--- src/rtl/mpt_pkg.sv ---
package mpt_pkg;
   localparam int ADDR_W = 3;
   localparam logic [ADDR_W-1:0] A_CTRL = 3'd0;
   localparam logic [ADDR_W-1:0] A_PER  = 3'd1;
   localparam logic [ADDR_W-1:0] A_CMP0 = 3'd2;
   localparam logic [ADDR_W-1:0] A_CMP1 = 3'd3;
   localparam logic [ADDR_W-1:0] A_CFG  = 3'd4;

   typedef enum logic [1:0] {
      MODE_OFF   = 2'b00,
      MODE_UNBUF = 2'b01,
      MODE_BUF   = 2'b10,
      MODE_RSVD  = 2'b11
   } ch_mode_e;

   typedef struct packed {
      ch_mode_e   mode;
      logic       restore;
      logic [1:0] act;
   } ch_cfg_t;
endpackage

--- src/rtl/mpt_prescale.sv ---
module mpt_prescale #(
   parameter int SEL_W   = 3,
   parameter int MAX_SEL = 6
) (
   input  logic             clk,
   input  logic             rst_n,
   input  logic             run,
   input  logic             clr,
   input  logic [SEL_W-1:0] sel,
   output logic             tick
);
   localparam int PRE_W = (MAX_SEL < 1) ? 1 : MAX_SEL;

   generate
      if (MAX_SEL == 0) begin : g_nodiv
         assign tick = run;
      end else begin : g_div
         logic [PRE_W-1:0] pre_q;
         logic [PRE_W-1:0] mask;
         logic [SEL_W-1:0] eff;

         always_comb begin
            eff  = (sel > SEL_W'(MAX_SEL)) ? SEL_W'(MAX_SEL) : sel;
            mask = PRE_W'((32'd1 << eff) - 32'd1);
         end

         assign tick = run && ((pre_q & mask) == mask);

         always_ff @(posedge clk or negedge rst_n) begin
            if (!rst_n)   pre_q <= '0;
            else if (clr) pre_q <= '0;
            else if (run) pre_q <= pre_q + PRE_W'(1);
         end

         p_pre_hold_r4: assert property (@(posedge clk) disable iff (!rst_n)
            (!run && !clr) |=> $stable(pre_q));
         p_pre_clear_r5: assert property (@(posedge clk) disable iff (!rst_n)
            clr |=> (pre_q == '0));
      end
   endgenerate
endmodule

--- src/rtl/mpt_count.sv ---
module mpt_count #(
   parameter int CNT_W = 16
) (
   input  logic             clk,
   input  logic             rst_n,
   input  logic             tick,
   input  logic             clr,
   input  logic [CNT_W-1:0] per,
   output logic             ev,
   output logic             wrap,
   output logic [CNT_W-1:0] cnt_nxt,
   output logic             ovf_o
);
   logic [CNT_W-1:0] cnt_q;
   logic             ovf_q;

   assign ev      = tick && !clr;
   assign wrap    = ev && (cnt_q == per);
   assign cnt_nxt = wrap ? '0 : cnt_q + CNT_W'(1);
   assign ovf_o   = ovf_q;

   always_ff @(posedge clk or negedge rst_n) begin
      if (!rst_n) begin
         cnt_q <= '0;
         ovf_q <= 1'b0;
      end else begin
         ovf_q <= wrap;
         if (clr)     cnt_q <= '0;
         else if (ev) cnt_q <= cnt_nxt;
      end
   end

   p_ovf_at_zero_r3: assert property (@(posedge clk) disable iff (!rst_n)
      ovf_q |-> (cnt_q == '0));
   p_cnt_hold_r4: assert property (@(posedge clk) disable iff (!rst_n)
      (!tick && !clr) |=> $stable(cnt_q));
   p_clear_zero_r5: assert property (@(posedge clk) disable iff (!rst_n)
      clr |=> (cnt_q == '0 && !ovf_q));
endmodule

--- src/rtl/mpt_channel.sv ---
module mpt_channel
   import mpt_pkg::*;
#(
   parameter int CNT_W   = 16,
   parameter bit HAS_BUF = 1'b1
) (
   input  logic              clk,
   input  logic              rst_n,
   input  logic              wr_en,
   input  logic [ADDR_W-1:0] wr_addr,
   input  logic [CNT_W-1:0]  wr_data,
   input  ch_cfg_t           cfg,
   input  logic              ev,
   input  logic              wrap,
   input  logic [CNT_W-1:0]  cnt_nxt,
   output logic              pin_o,
   output logic              act_o
);
   logic [CNT_W-1:0] cmp0_q;
   logic [CNT_W-1:0] cmp_eff;
   logic             act_nxt;
   logic             pin_q;
   logic             pwm_on;

   assign pwm_on = ((cfg.mode == MODE_UNBUF) || (cfg.mode == MODE_BUF)) && cfg.act[1];
   assign pin_o  = pin_q;

   always_ff @(posedge clk or negedge rst_n) begin
      if (!rst_n)                             cmp0_q <= '0;
      else if (wr_en && wr_addr == A_CMP0)    cmp0_q <= wr_data;
   end

   generate
      if (HAS_BUF) begin : g_buf
         logic [CNT_W-1:0] cmp1_q;
         logic             act_q;
         logic             pend_q;
         logic             flip;
         logic             wr_idle;

         always_comb begin
            flip    = (cfg.mode == MODE_BUF) && wrap && pend_q;
            act_nxt = (cfg.mode != MODE_BUF) ? 1'b0 : (flip ? ~act_q : act_q);
            cmp_eff = act_nxt ? cmp1_q : cmp0_q;
            wr_idle = wr_en && (((wr_addr == A_CMP0) && act_nxt) ||
                                ((wr_addr == A_CMP1) && !act_nxt));
         end

         always_ff @(posedge clk or negedge rst_n) begin
            if (!rst_n) begin
               cmp1_q <= '0;
               act_q  <= 1'b0;
               pend_q <= 1'b0;
            end else begin
               if (wr_en && wr_addr == A_CMP1) cmp1_q <= wr_data;
               act_q  <= act_nxt;
               pend_q <= (pend_q && !flip) || wr_idle;
            end
         end

         assign act_o = act_q;

         p_act_only_at_wrap_r10: assert property (@(posedge clk) disable iff (!rst_n)
            (!wrap && cfg.mode == MODE_BUF) |=> $stable(act_q));
         p_act_zero_unbuf_r12: assert property (@(posedge clk) disable iff (!rst_n)
            (cfg.mode != MODE_BUF) |=> !act_q);
      end else begin : g_single
         assign act_nxt = 1'b0;
         assign cmp_eff = cmp0_q;
         assign act_o   = 1'b0;
      end
   endgenerate

   always_ff @(posedge clk or negedge rst_n) begin
      if (!rst_n) begin
         pin_q <= 1'b0;
      end else if (pwm_on && ev) begin
         if (cnt_nxt == cmp_eff)        pin_q <= cfg.act[0];
         else if (wrap && cfg.restore)  pin_q <= ~cfg.act[0];
      end
   end

   p_pin_hold_r12: assert property (@(posedge clk) disable iff (!rst_n)
      (!pwm_on || !ev) |=> $stable(pin_q));
   p_no_restore_r8: assert property (@(posedge clk) disable iff (!rst_n)
      (pwm_on && !cfg.restore && pin_q == cfg.act[0]) |=> (pin_q == $past(cfg.act[0])));
endmodule

--- src/rtl/modulo_pwm_timer.sv ---
module modulo_pwm_timer
   import mpt_pkg::*;
#(
   parameter int CNT_W   = 16,
   parameter int SEL_W   = 3,
   parameter int MAX_SEL = 6,
   parameter bit HAS_BUF = 1'b1
) (
   input  logic              clk,
   input  logic              rst_n,
   input  logic              wr_en,
   input  logic [ADDR_W-1:0] wr_addr,
   input  logic [CNT_W-1:0]  wr_data,
   output logic              pwm_o,
   output logic              ovf_o,
   output logic              act_o
);
   localparam int SEL_LO = 2;
   localparam int SEL_HI = SEL_LO + SEL_W - 1;

   initial begin
      assert (CNT_W >= SEL_HI + 1 && CNT_W >= 5)
         else $error("CNT_W too narrow for control and config fields");
      assert (MAX_SEL >= 0 && MAX_SEL < (1 << SEL_W))
         else $error("MAX_SEL out of range for SEL_W");
   end

   logic             stop_q;
   logic [SEL_W-1:0] sel_q;
   logic [CNT_W-1:0] per_q;
   ch_cfg_t          cfg_q;
   logic             clr;
   logic             tick;
   logic             ev;
   logic             wrap;
   logic [CNT_W-1:0] cnt_nxt;

   assign clr = wr_en && (wr_addr == A_CTRL) && wr_data[1];

   always_ff @(posedge clk or negedge rst_n) begin
      if (!rst_n) begin
         stop_q <= 1'b1;
         sel_q  <= '0;
         per_q  <= '1;
         cfg_q  <= '{mode: MODE_OFF, restore: 1'b0, act: 2'b00};
      end else if (wr_en) begin
         case (wr_addr)
            A_CTRL: begin
               stop_q <= wr_data[0];
               sel_q  <= wr_data[SEL_HI:SEL_LO];
            end
            A_PER:  per_q <= wr_data;
            A_CFG:  cfg_q <= '{mode: ch_mode_e'(wr_data[1:0]),
                               restore: wr_data[2], act: wr_data[4:3]};
            default: ;
         endcase
      end
   end

   mpt_prescale #(.SEL_W(SEL_W), .MAX_SEL(MAX_SEL)) u_pre (
      .clk(clk), .rst_n(rst_n), .run(!stop_q), .clr(clr), .sel(sel_q), .tick(tick)
   );

   mpt_count #(.CNT_W(CNT_W)) u_cnt (
      .clk(clk), .rst_n(rst_n), .tick(tick), .clr(clr), .per(per_q),
      .ev(ev), .wrap(wrap), .cnt_nxt(cnt_nxt), .ovf_o(ovf_o)
   );

   mpt_channel #(.CNT_W(CNT_W), .HAS_BUF(HAS_BUF)) u_ch (
      .clk(clk), .rst_n(rst_n), .wr_en(wr_en), .wr_addr(wr_addr), .wr_data(wr_data),
      .cfg(cfg_q), .ev(ev), .wrap(wrap), .cnt_nxt(cnt_nxt),
      .pin_o(pwm_o), .act_o(act_o)
   );

   p_stop_quiet_r4: assert property (@(posedge clk) disable iff (!rst_n)
      (stop_q && !wr_en) |=> (!ovf_o && $stable(pwm_o)));
endmodule

--- config.mk ---
export PLATFORM = sky130hd
export DESIGN_NAME = modulo_pwm_timer
export DESIGN_NICKNAME = d
export VERILOG_FILES = /design/src/rtl/mpt_pkg.sv /design/src/rtl/mpt_prescale.sv /design/src/rtl/mpt_count.sv /design/src/rtl/mpt_channel.sv /design/src/rtl/modulo_pwm_timer.sv
export SDC_FILE = /design/constraint.sdc
export NUM_CORES = 1
export LEC_CHECK = 0
export BUFFER_PORTS_ARGS = -buffer_cell sky130_fd_sc_hd__buf_4
export CORE_UTILIZATION = 40
export DETAILED_ROUTE_END_ITERATION = 8
export HOLD_SLACK_MARGIN = 0.08
export PLACE_DENSITY = 0.53
export SLEW_MARGIN = 15
export SYNTH_ARGS = -nofsm -noshare
export SYNTH_HDL_FRONTEND = slang
export SYNTH_SLANG_ARGS = --single-unit
--- constraint.sdc ---
create_clock -name clk -period 7.9 [get_ports clk]
set_clock_uncertainty 0.1 [all_clocks]
set_input_delay 0.79 -clock clk [delete_from_list [all_inputs] [get_ports clk]]
set_output_delay 0.79 -clock clk [all_outputs]
set_load 0.05 [all_outputs]
* Word level (Yosys, flattened, before mapping)
Index checks and enable logic that the tools add are counted.
Word-level totals: output and inout port bits 3, input bits 22, register bits after elaboration 83, word-level logic and storage cells 74
Cells by class: reduce and logical (&&, ||, !) cells 30, add/sub/neg operators 3, $lt $le $gt $ge 1, bitwise operators 3, mux-type cells 11, eq/ne operators 11, shift operators 1
Operator list (number):
- 2-to-1 mux 16 bit | 4
- == test 16 bit | 2
- adder 16 x 1 -> 16 bit (second input constant) | 1
- logical AND 1 bit | 16
- 2-to-1 mux 6 bit | 2
- AND reduction 2 bit | 4
- adder 6 x 1 -> 6 bit (second input constant) | 1
- AND 6 bit | 1
- == test 3 x 2 -> 1 bit (second input constant) | 2
- == test 6 bit | 1
- left shift 1 x 3 -> 6 bit (first input constant) | 1
- subtractor 6 x 1 -> 6 bit (second input constant) | 1
- logical NOT 1 bit | 4
- 2-to-1 mux 1 bit | 4
- nonzero test 2 bit | 2
- == test 3 x 1 -> 1 bit (second input constant) | 1
- == test 3 bit (second input constant) | 1
- > comparator 3 bit (second input constant) | 1
- logical NOT 3 bit | 1
- logical OR 1 bit | 3
- 2-to-1 mux 3 bit | 1
- == test 2 x 1 -> 1 bit (second input constant) | 1
- == test 2 bit (second input constant) | 1
- inequality test 2 x 1 -> 1 bit (second input constant) | 1
- 2 further kinds | 3

* Logic depth before layout (Yosys ltp)
Gate-level depths: netlist of run 1.
depth after elaboration 18, gate-level depth with buffers 14, gate-level depth less buffers 11

* Hierarchy
Synthesis of run 1 repeated with hierarchy kept, for this count alone.
Second synthesis, totals: cells, all modules 408, area total of the unflattened synthesis 4678.2 µm²
By module, submodules not included:
- mpt_channel | sequential area each 875.8 µm², cells an instance 133, times used 1, area an instance 1774.2 µm²
- mpt_count | sequential area each 425.4 µm², cells an instance 181, times used 1, area an instance 1510.2 µm²
- modulo_pwm_timer | sequential area each 646.9 µm², cells an instance 57, times used 1, area an instance 1053.5 µm²
- mpt_prescale | sequential area each 150.1 µm², cells an instance 37, times used 1, area an instance 340.3 µm²

* Worst setup path after synthesis of run 1
Ideal clock, no wire load.
kind reg2reg, start point reg u_cnt.cnt_q[4], end point reg u_ch.pin_q, in the netlist u_ch.pin_o, required time 7668 ps, setup time 132 ps, data arrival time 3283 ps, period minus slack after synthesis 3516 ps, slack 4384 ps, buffers on the path 4, stages on the path, launching flop included 15, cell sequence dfrtp_1 -> buf_6 -> xor2_2 -> nor4_4 -> nand4_2 -> or4_1 -> buf_2 -> and2_1 -> buf_6 -> buf_6 -> mux2i_4 -> xnor2_1 -> or4_4 -> o32ai_1 -> nand3b_1
Between the ends: word-level cells in the longest chain between the ends 10, elaborated cells between the ends (all ways) 14, those cells by class add/sub (1); eq/ne (2); mux (5); reduce/logical (6)
Ends and longest elaborated chain:
- start: declaration | RTL line mpt_count.sv:14 | logic [CNT_W-1:0] cnt_q;
- start signal: assignment | RTL line mpt_count.sv:29 | else if (ev) cnt_q <= cnt_nxt;
- parallel branches: the longest is 10 deep, another holds adder 16 x 1 -> 16 bit
- end signal: assignment | RTL line mpt_channel.sv:78 | if (cnt_nxt == cmp_eff) pin_q <= cfg.act[0];
- end signal: assignment | RTL line mpt_channel.sv:79 | else if (wrap && cfg.restore) pin_q <= ~cfg.act[0];
- end: declaration | RTL line mpt_channel.sv:22 | logic pin_q;
Parallel ways; which one is timed is not known. A chain may end at the register's enable or synchronous reset.

* Worst setup path after layout of run 1
start point reg u_cnt.cnt_q[10], end point reg u_ch.pin_q, in the netlist u_ch.pin_o
Same word-level chain as after synthesis.

==> results.toml, run 1 <==
[clock_tree]
clkTransAtPathRegs_ns = 0.09
cts_made_buffers = 9
cts_tree = "built"
cts.root.buffer_cell = "clkbuf_8"
post_cts_resized = 0
ctsHtreeMaxLevel = 3
clock-sinks = 83
clk_path_buf_depth = 2
ctsHoldBuffers = 0
clock_latency_ns = 0.36
post_cts_buffers = 0

[sta]
relSlewSlack_pct = 41.8
hold-worst-slack_ns = 0.231
drv_slew = 0
hold_viol_final = 0
worstMarginPinSlew_ns = 0.871
setup_slack_ns = 3.82
min_period_ns = 4.08
rsz0062_at_grt = "false"
fin_crit_sh_pct = 51.7
fin_tns_setup_ns = 0
max_freq_ghz = 0.245
setup_viol = 0

[synth]
avgSynthCellArea_sq_um = 11.0
synth_flop_cell = "dfrtp_1"
yosysSeqAreaShare_pct = 46.7
synth_nets = 432
yosysWarnings = 0
ys_types = 57
synth_cells = 407
ys_seq_elements = 83
syn_area_sq_um = 4490
synth_edf_count = 0
ys_async_sr_fraction_pct = 100

[critical_path]
startpoint_type = "flop"
crit_path_start = "u_cnt.cnt_q[10]"
worstPathRequired_ns = 8.05
r2r_cells = 10
critPathKind = "flop to flop"
cp.arrival_ns = 4.23
r2r_start = "u_cnt.cnt_q[10]"
cp_max_fo = 12
endpoint_kind = "flop"

[drt]
drt_iter0_drc = 155
ant_nets = 0
wl_um = 10600
drtPass1Iterations = 4
wire_per_inst_um = 18.4
vias_per_cell = 5.55
drc = 0
via_count = 3179

[die]
dieWidth_um = 108
ios = 25
initial_core_util_pct = 41.3
coreArea_sq_um = 10900
rows = 38
die_h_um = 108
die_area_sq_um = 11700

[status]
status = "completed"

[final_layout]
final_layout_size_suffix_gt1_share_pct = 30.0
antennaDiodeCount = 0
nNetsFinal = 453
utilization_pct = 46.0
fin_cells = 573
final_common_cell = "dfrtp_1"
area_delta_synth_final_pct = 11.5
final_cell_mix = "dfrtp_1 (66), mux2_2 (55), nor2_1 (32), xor2_1 (30), buf_4 (28)"
design_area_sq_um = 5010

[power]
leakage_nw = 2.14
sw_frac_of_total_pct = 33.0
seqPwrFrac_pct = 50.0
ir_worst_vdd_mv = 0.120
finalPower_mw = 1.23
powerDensity_nw_per_um2 = 245
p_clk_share_pct = 25.0
switching_power_mw = 0.405
internal_power_mw = 0.824
share_comb_of_total_power_pct = 25.0

[min_path]
hp-class = "primary input to async pin"

[grt]
track_usage_pct = 19.8
grt_pass1_wl_um = 17400
grt_overflow_total = 0
grt_max_degree = 84
antenna_found_initial = 0
first_global_vias = 3243

[run]
drv_cap = 0

[placed_design]
port_buffers = 24
place_area_sq_um = 4790
placed_cells = 556
dp_hpwl_um = 7500
place_congestion = 0.866
dp_slack_ns = 3.59
## per-layer routing
layer / global-route usage (%) / up-vias / routed length, um
met3: 3.07 / 11 / 227
met5: 0 / - / 0
met1: 27.7 / 1615 / 5230
li1: - / 1517 / -
met2: 31.4 / 36 / 4980
met4: 6.16 / 0 / 127
## critical path, cell delays in order, from the launching register on
cell	delay, ns
dfrtp_1	0.45
xor2_1	0.18
nor4_2	0.34
nand4_2	0.25
o311ai_2	0.55
and2_1	0.71
mux2i_1	0.21
a22o_1	0.27
or4_4	0.53
o32ai_1	0.28
nand3b_1	0.10
## flip-flops by register name, indices dropped and copies added (netlist names)
register	count
per_q	16
u_ch.cmp0_q	16
u_ch.g_buf.cmp1_q	16
u_cnt.cnt_q	16
u_pre.g_div.pre_q	6
cfg_q	5
sel_q	3
stop_q	1
u_ch.act_o	1
u_ch.g_buf.pend_q	1
u_ch.pin_o	1
u_cnt.ovf_o	1
## Yosys cell counts (2+ instances only)
library cell  instances  area (sq um)
dfrtp_1              66          1650
mux2_2               55           619
nor2_1               32           120
xor2_1               30           263
o21ai_0              26           130
nand2_1              23          86.3
dfstp_2              17           447
nand3_1              14          70.1
clkbuf_1             13          48.8
a21oi_1              12          60.1
mux2i_1              11           110
nand4_1              10          62.6
nor2b_1               6          37.5
xnor2_1               6          52.6
and3_1                5          31.3
inv_1                 5          18.8
buf_6                 4          45.0
nor3_1                4          20.0
nor4_1                4          25.0
o31ai_1               4          30.0
a2111oi_0             3          26.3
a22o_1                3          26.3
and2_1                3          18.8
and4_1                3          26.3
ha_1                  3          37.5
nand2b_1              3          18.8
nor4_2                3          37.5
a31oi_1               2          12.5
a32oi_1               2          17.5
buf_2                 2          10.0
nand3b_1              2          15.0
o2bb2ai_1             2          17.5
o311ai_2              2          32.5
o41ai_1               2          17.5
or3_1                 2          12.5
or4_1                 2          15.0
## area by class of cell
type | count | area (sq um)
clock inverters | 7 | 68.8
well taps | 140 | 175
flip-flops and latches | 83 | 2100
repair buffers | 29 | 238
inverters | 6 | 22.5
clock buffers | 9 | 124
multi-input cells | 299 | 2280
fillers | 1008 | 5880
## logic make-up after synthesis
group                      share of synthesized area (%)
and+or+nand+nor                                     15.6
xor gates and xnor gates                            7.38
muxes                                               16.7
AOI/OAI and AO/OA                                   10.0
buffers and inverters                               2.81
adders and majority gates                          0.835
DFF                                                 46.7
## power groups by stage
stage | Combinational (mW) | Clock (mW) | Sequential, mW
floorplan | 0.242 | 0 | 0.589
global placement | 0.301 | 0 | 0.623
detailed placement | 0.308 | 0 | 0.622
CTS | 0.310 | 0.318 | 0.615
global route | 0.348 | 0.336 | 0.628
finish | 0.308 | 0.307 | 0.614
## final timing paths
kind                       slack (ns)                   end
max                              3.82            u_ch.pin_o
min                              0.23  u_pre.g_div.pre_q[1]
max reg2reg                      3.82            u_ch.pin_o
min reg2reg                      0.42              cfg_q[4]
max in group asynchronous        6.80              per_q[7]
min in group clk                 0.42              cfg_q[4]
Note: power is estimated with default switching activity, not from simulation.
==> run 2, diff against run 1 <==
--- a/config.mk
+++ b/config.mk
@@ -9,7 +9,7 @@
 export CORE_UTILIZATION = 40
 export DETAILED_ROUTE_END_ITERATION = 8
 export HOLD_SLACK_MARGIN = 0.08
-export PLACE_DENSITY = 0.53
+export PLACE_DENSITY = 0.55
 export SLEW_MARGIN = 15
 export SYNTH_ARGS = -nofsm -noshare
 export SYNTH_HDL_FRONTEND = slang
==> constraint.sdc (replaced) <==
create_clock -name clk -period 3.35 [get_ports clk]
set_clock_uncertainty 0.1 [all_clocks]
set_input_delay 0.335 -clock clk [delete_from_list [all_inputs] [get_ports clk]]
set_output_delay 0.335 -clock clk [all_outputs]
set_load 0.05 [all_outputs]
==> results.toml, run 2 (synthesis results as in run 1) <==
[critical_path]
startpoint_type = "flop"
r2r-end = "u_ch.pin_o"
worstPathRequired_ns = 3.49
endpoint_kind = "flop"
slowest_delay_ns = 0.56
path_buf_inv = 3
r2r_start = "per_q[9]"
cp.depth = 13
cpMaxStageDelayCell = "dfstp_2"
critPathKind = "flop to flop"
cp_max_fo = 4
cp.arrival_ns = 3.51
crit_chain = "xor2_2 > nor4_4 > nand4_2 > buf_6 > o311ai_4 > and2_4 > buf_12 > buf_12 > mux2i_2 > xor2_1 > nand4_1 > o32ai_2 > nand3b_1"
worst_path_most_repeated_cell = "buf_12"
r2r_cells = 13
crit_path_end = "u_ch.pin_o"
path_delay_family = "simple AND/OR/NAND/NOR gates"
crit_path_start = "per_q[9]"
rrSetupSlack_ns = -0.01

[final_layout]
nNetsFinal = 495
fill_cells = 992
final_layout_size_suffix_gt1_share_pct = 37.7
final_cell_mix = "dfrtp_1 (66), buf_4 (65), mux2_2 (55), nor2_1 (32), xor2_1 (28)"
fin_cells = 615
utilization_pct = 49.7
area_delta_synth_final_pct = 20.5
final_common_cell = "dfrtp_1"
antennaDiodeCount = 0

[drt]
wl_um = 10900
vias_per_cell = 5.45
drtPass1Iterations = 4
via_count = 3352
ant_nets = 0
drc = 0
drt_iter0_drc = 125
wire_per_inst_um = 17.8

[power]
powerDensity_nw_per_um2 = 543
share_comb_of_total_power_pct = 30.0
sw_frac_of_total_pct = 32.5
leakage_nw = 2.35
seqPwrFrac_pct = 48.4
internal_power_mw = 1.98
ir_worst_vdd_mv = 0.361
p_clk_share_pct = 21.6
switching_power_mw = 0.956

[grt]
grt_max_degree = 69
use_met2_pct = 33.3
antenna_found_initial = 0
grt_busiest_layer = "met2"
use_met3_pct = 3.32
track_usage_pct = 21.0
grt_overflow_total = 0
grt_pass1_wl_um = 18100
grt.met1_usage_pct = 27.9
first_global_vias = 3382

[die]
coreArea_sq_um = 10900
die_area_sq_um = 11700
dieWidth_um = 108
initial_core_util_pct = 41.3
rows = 38
ios = 25
die_h_um = 108

[sta]
rsz0062_at_grt = "true"
fin_crit_sh_pct = 100
setup_slack_ns = -0.0143
relSlewSlack_pct = 39.0
hold_viol_final = 0
max_freq_ghz = 0.297
min_period_ns = 3.36
worstMarginPinSlew_ns = 0.913
drv_slew = 0
setup_viol = 1

[status]
status = "finished with violations"
violations = "setup timing"

[clock_tree]
ctsHtreeMaxLevel = 3
clock-sinks = 83
clkTransAtPathRegs_ns = 0.08
clk_path_buf_depth = 2
cts_tree = "built"
cts.root.buffer_cell = "clkbuf_8"
cts_made_buffers = 9
clock_latency_ns = 0.37

[placed_design]
dp_hpwl_um = 7820
port_buffers = 24
placed_cells = 594
place_congestion = 0.836

[min_path]
hp-class = "primary input to flop"

[run]
drv_cap = 0
-- run 2: cell count changes in the layout (fill, tap and decap cells not counted), sizes merged --
cell         before  now
buf              29   70
bufinv            1    0
clkinvlp          2    0
dlygate4sd3       0    1
clkbuf            9   16
clkinv            4    0
-- run 2: timing repair --
| item | 4_1_cts | 5_1_grt |
|---|---|---|
| buffers inserted | 3 | 1 |
| setup endpoints to repair | 1 | 1 |
| gates resized for setup | 9 | 11 |
| pin swaps | 11 | 12 |
| hold buffers | 1 | 0 |
| endpoints found under the hold margin | 52 | 0 |
| gates cloned | 0 | 0 |
-- run 2: metal layers --
layer,share of wire [%],routed length (um)
met4,2.8,301
met1,46,4990
met5,0,0
met2,48,5250
met3,3.5,382
-- run 2: area by class of cell --
| cell class | count | area (sq um) | area share, % |
|---|---|---|---|
| multi-input cells | 299 | 2380 | 43.9 |
| flip-flops and latches | 83 | 2100 | 38.7 |
| repair buffers | 71 | 581 | 10.7 |
| well taps | 140 | 175 | 3.23 |
| clock buffers | 16 | 160 | 2.96 |
| inverters | 6 | 22.5 | 0.416 |
-- run 2: worst register-to-register path, stage by stage, from the launching register on --
cell and delay, ns:
dfstp_2 0.56, xor2_2 0.09, nor4_4 0.32, nand4_2 0.16
buf_6 0.16, o311ai_4 0.31, and2_4 0.23, buf_12 0.12
buf_12 0.11, mux2i_2 0.21, xor2_1 0.30, nand4_1 0.20
o32ai_2 0.28, nand3b_1 0.10
-- run 2: stage by stage --
| stage | power (mW) | instance area, sq um | setup TNS, ns | setup slack (ns) | hold WS [ns] |
|---|---|---|---|---|---|
| final | 2.94 | 5420 | -0.0143 | -0.0143 | 0.110 |
| after global routing | 3.13 | 5420 | -0.118 | -0.118 | 0.107 |
| after CTS | 2.96 | 5360 | -0.109 | -0.109 | 0.0898 |
| after detailed placement | 2.28 | 5110 | -0.118 | -0.118 | 0.395 |
| after global placement | 2.27 | 5110 | -0.0944 | -0.0944 | 0.392 |
| after floorplan | 1.96 | 4510 | 0 | 0.000294 | -0.0606 |
-- run 2: how the worst min path moves through the flow --
stage	from	end	slack (ns)	cells past startpoint
2_1_floorplan	rst_n	cfg_q[0]	-0.06	0
3_3_place_gp	u_ch.cmp0_q[0]	u_ch.cmp0_q[0]	0.39	1
3_5_place_dp	u_ch.g_buf.cmp1_q[9]	u_ch.g_buf.cmp1_q[9]	0.39	1
4_1_cts	wr_data[15]	u_ch.g_buf.cmp1_q[15]	0.09	2
5_1_grt	wr_data[9]	u_ch.cmp0_q[9]	0.11	2
6_report	wr_data[15]	u_ch.g_buf.cmp1_q[15]	0.11	2
-- run 2: power groups by stage --
stage	Clock (mW)	Sequential [mW]	Combinational, mW
after floorplan	0	1.39	0.575
after global placement	0	1.43	0.838
after detailed placement	0	1.43	0.852
after CTS	0.670	1.42	0.872
after global routing	0.704	1.45	0.981
final	0.636	1.42	0.882
==> run 3, diff against run 2 <==
--- a/config.mk
+++ b/config.mk
@@ -10,6 +10,8 @@
 export DETAILED_ROUTE_END_ITERATION = 8
 export HOLD_SLACK_MARGIN = 0.08
 export PLACE_DENSITY = 0.55
+export REMOVE_ABC_BUFFERS = 1
+export SKIP_LAST_GASP = 1
 export SLEW_MARGIN = 15
 export SYNTH_ARGS = -nofsm -noshare
 export SYNTH_HDL_FRONTEND = slang
==> results.toml, run 3 (synthesis results as in run 1) <==
[placed_design]
place_congestion = 0.853
port_buffers = 24
dp_hpwl_um = 7930
place_area_sq_um = 5090

[final_layout]
final_layout_size_suffix_gt1_share_pct = 38.3
utilization_pct = 49.9
area_delta_synth_final_pct = 21.0
design_area_sq_um = 5440
fill_cells = 1013
nNetsFinal = 495
regArea_sq_um = 2100
final_cell_mix = "dfrtp_1 (66), buf_4 (65), mux2_2 (55), nor2_1 (31), xor2_1 (29)"
final_common_cell = "dfrtp_1"
multi_input_area_sq_um = 2380
antennaDiodeCount = 0

[sta]
hold_viol_final = 0
fin_crit_sh_pct = 100
rsz0062_at_grt = "true"
drv_slew = 0
relSlewSlack_pct = 40.4
min_period_ns = 3.37
setup_viol = 1
max_freq_ghz = 0.297
setup_slack_ns = -0.0154
worstMarginPinSlew_ns = 0.891

[clock_tree]
cts_made_buffers = 9
clkTransAtPathRegs_ns = 0.08
clock_latency_ns = 0.36
cts_tree = "built"
clock-sinks = 83
ctsHtreeMaxLevel = 3
clk_path_buf_depth = 2
cts.root.buffer_cell = "clkbuf_8"

[critical_path]
cpMaxStageDelayCell = "dfstp_2"
path_buf_inv = 2
cp.arrival_ns = 3.50
r2r_cells = 12
endpoint_kind = "flop"
crit_chain = "xor2_1 > nor4_2 > nand4_2 > or4_4 > and2_4 > buf_12 > buf_4 > mux2i_2 > o22a_1 > nand4_1 > o32ai_2 > nand3b_1"
startpoint_type = "flop"
cp.depth = 12
cp_max_fo = 5
r2r-end = "u_ch.pin_o"
worstPathRequired_ns = 3.49
slowest_delay_ns = 0.54
rrSetupSlack_ns = -0.02
path_delay_family = "simple AND/OR/NAND/NOR gates"
crit_path_end = "u_ch.pin_o"
critPathKind = "flop to flop"
crit_path_start = "per_q[12]"
r2r_start = "per_q[12]"

[power]
ir_worst_vdd_mv = 0.324
powerDensity_nw_per_um2 = 550
leakage_nw = 2.37

[drt]
wire_per_inst_um = 17.7
ant_nets = 0
via_count = 3289
vias_per_cell = 5.35
drt_iter0_drc = 159
drtPass1Iterations = 4
wl_um = 10900
drc = 0

[status]
status = "finished with violations"
violations = "setup timing"

[die]
die_area_sq_um = 11700
dieWidth_um = 108
ios = 25
die_h_um = 108
initial_core_util_pct = 41.3
coreArea_sq_um = 10900
rows = 38

[min_path]
hp-class = "primary input to flop"

[grt]
grt_overflow_total = 0
first_global_vias = 3327
track_usage_pct = 20.8
grt_pass1_wl_um = 17900
grt_max_degree = 84
antenna_found_initial = 0

[run]
drv_cap = 0
## run 3: changes by cell type in the layout (fill, tap and decap cells not counted), moves of 2 or more
cell      delta
clkbuf_1     -3
mux2i_2      -2
clkbuf_8     +2
buf_12       -2
mux2i_1      +2
o21ai_1      -2
## run 3: power breakdown
group          switching (mW)  internal [mW]  leakage (nW)
logic                   0.453          0.439          1.28
clock network           0.352          0.332        0.0900
registers               0.172           1.24         0.998
## run 3: worst min path at each step
stage / startpoint / to / slack, ns / cells after the start
2_1_floorplan: rst_n / cfg_q[0] / -0.06 / 0
3_3_place_gp: cfg_q[1] / cfg_q[1] / 0.39 / 1
3_5_place_dp: u_ch.cmp0_q[13] / u_ch.cmp0_q[13] / 0.39 / 1
4_1_cts: rst_n / sel_q[1] / 0.09 / 1
5_1_grt: wr_data[11] / u_ch.g_buf.cmp1_q[11] / 0.11 / 2
6_report: wr_data[5] / u_ch.g_buf.cmp1_q[5] / 0.12 / 2
## run 3: area by class of cell
cell class	count	share of cell area, %
multi-input combinational	299	43.7
sequential	83	38.6
timing repair buffer	71	10.7
clock buffer	15	3.24
tap	140	3.22
inverter	6	0.414
clock inverter	1	0.138
## run 3: per-layer routing
layer  part of all wire, %  global-route usage (%)
met4                   2.8                    9.49
met1                    49                    28.8
met2                    46                    31.8
met5                     0                       0
met3                   2.4                    3.50
## run 3: what timing repair did
action,CTS,global route
buffers inserted,3,0
gates resized for setup,16,6
hold buffers,0,1
hold endpoints to repair,0,21
setup endpoints to repair,1,1
pin swaps,13,0
## run 3: metrics by stage
stage / setup WS, ns / std cells / total power, mW / setup TNS [ns] / hold slack, ns
3_3_place_gp: -0.277 / 594 / 2.27 / -0.277 / 0.394
5_1_grt: -0.169 / 615 / 3.18 / -0.169 / 0.107
4_1_cts: 0.00223 / 613 / 3.02 / 0 / 0.0924
3_5_place_dp: -0.319 / 594 / 2.29 / -0.319 / 0.389
2_1_floorplan: -0.269 / 388 / 1.94 / -0.269 / -0.0606
6_report: -0.0154 / 615 / 2.99 / -0.0154 / 0.116
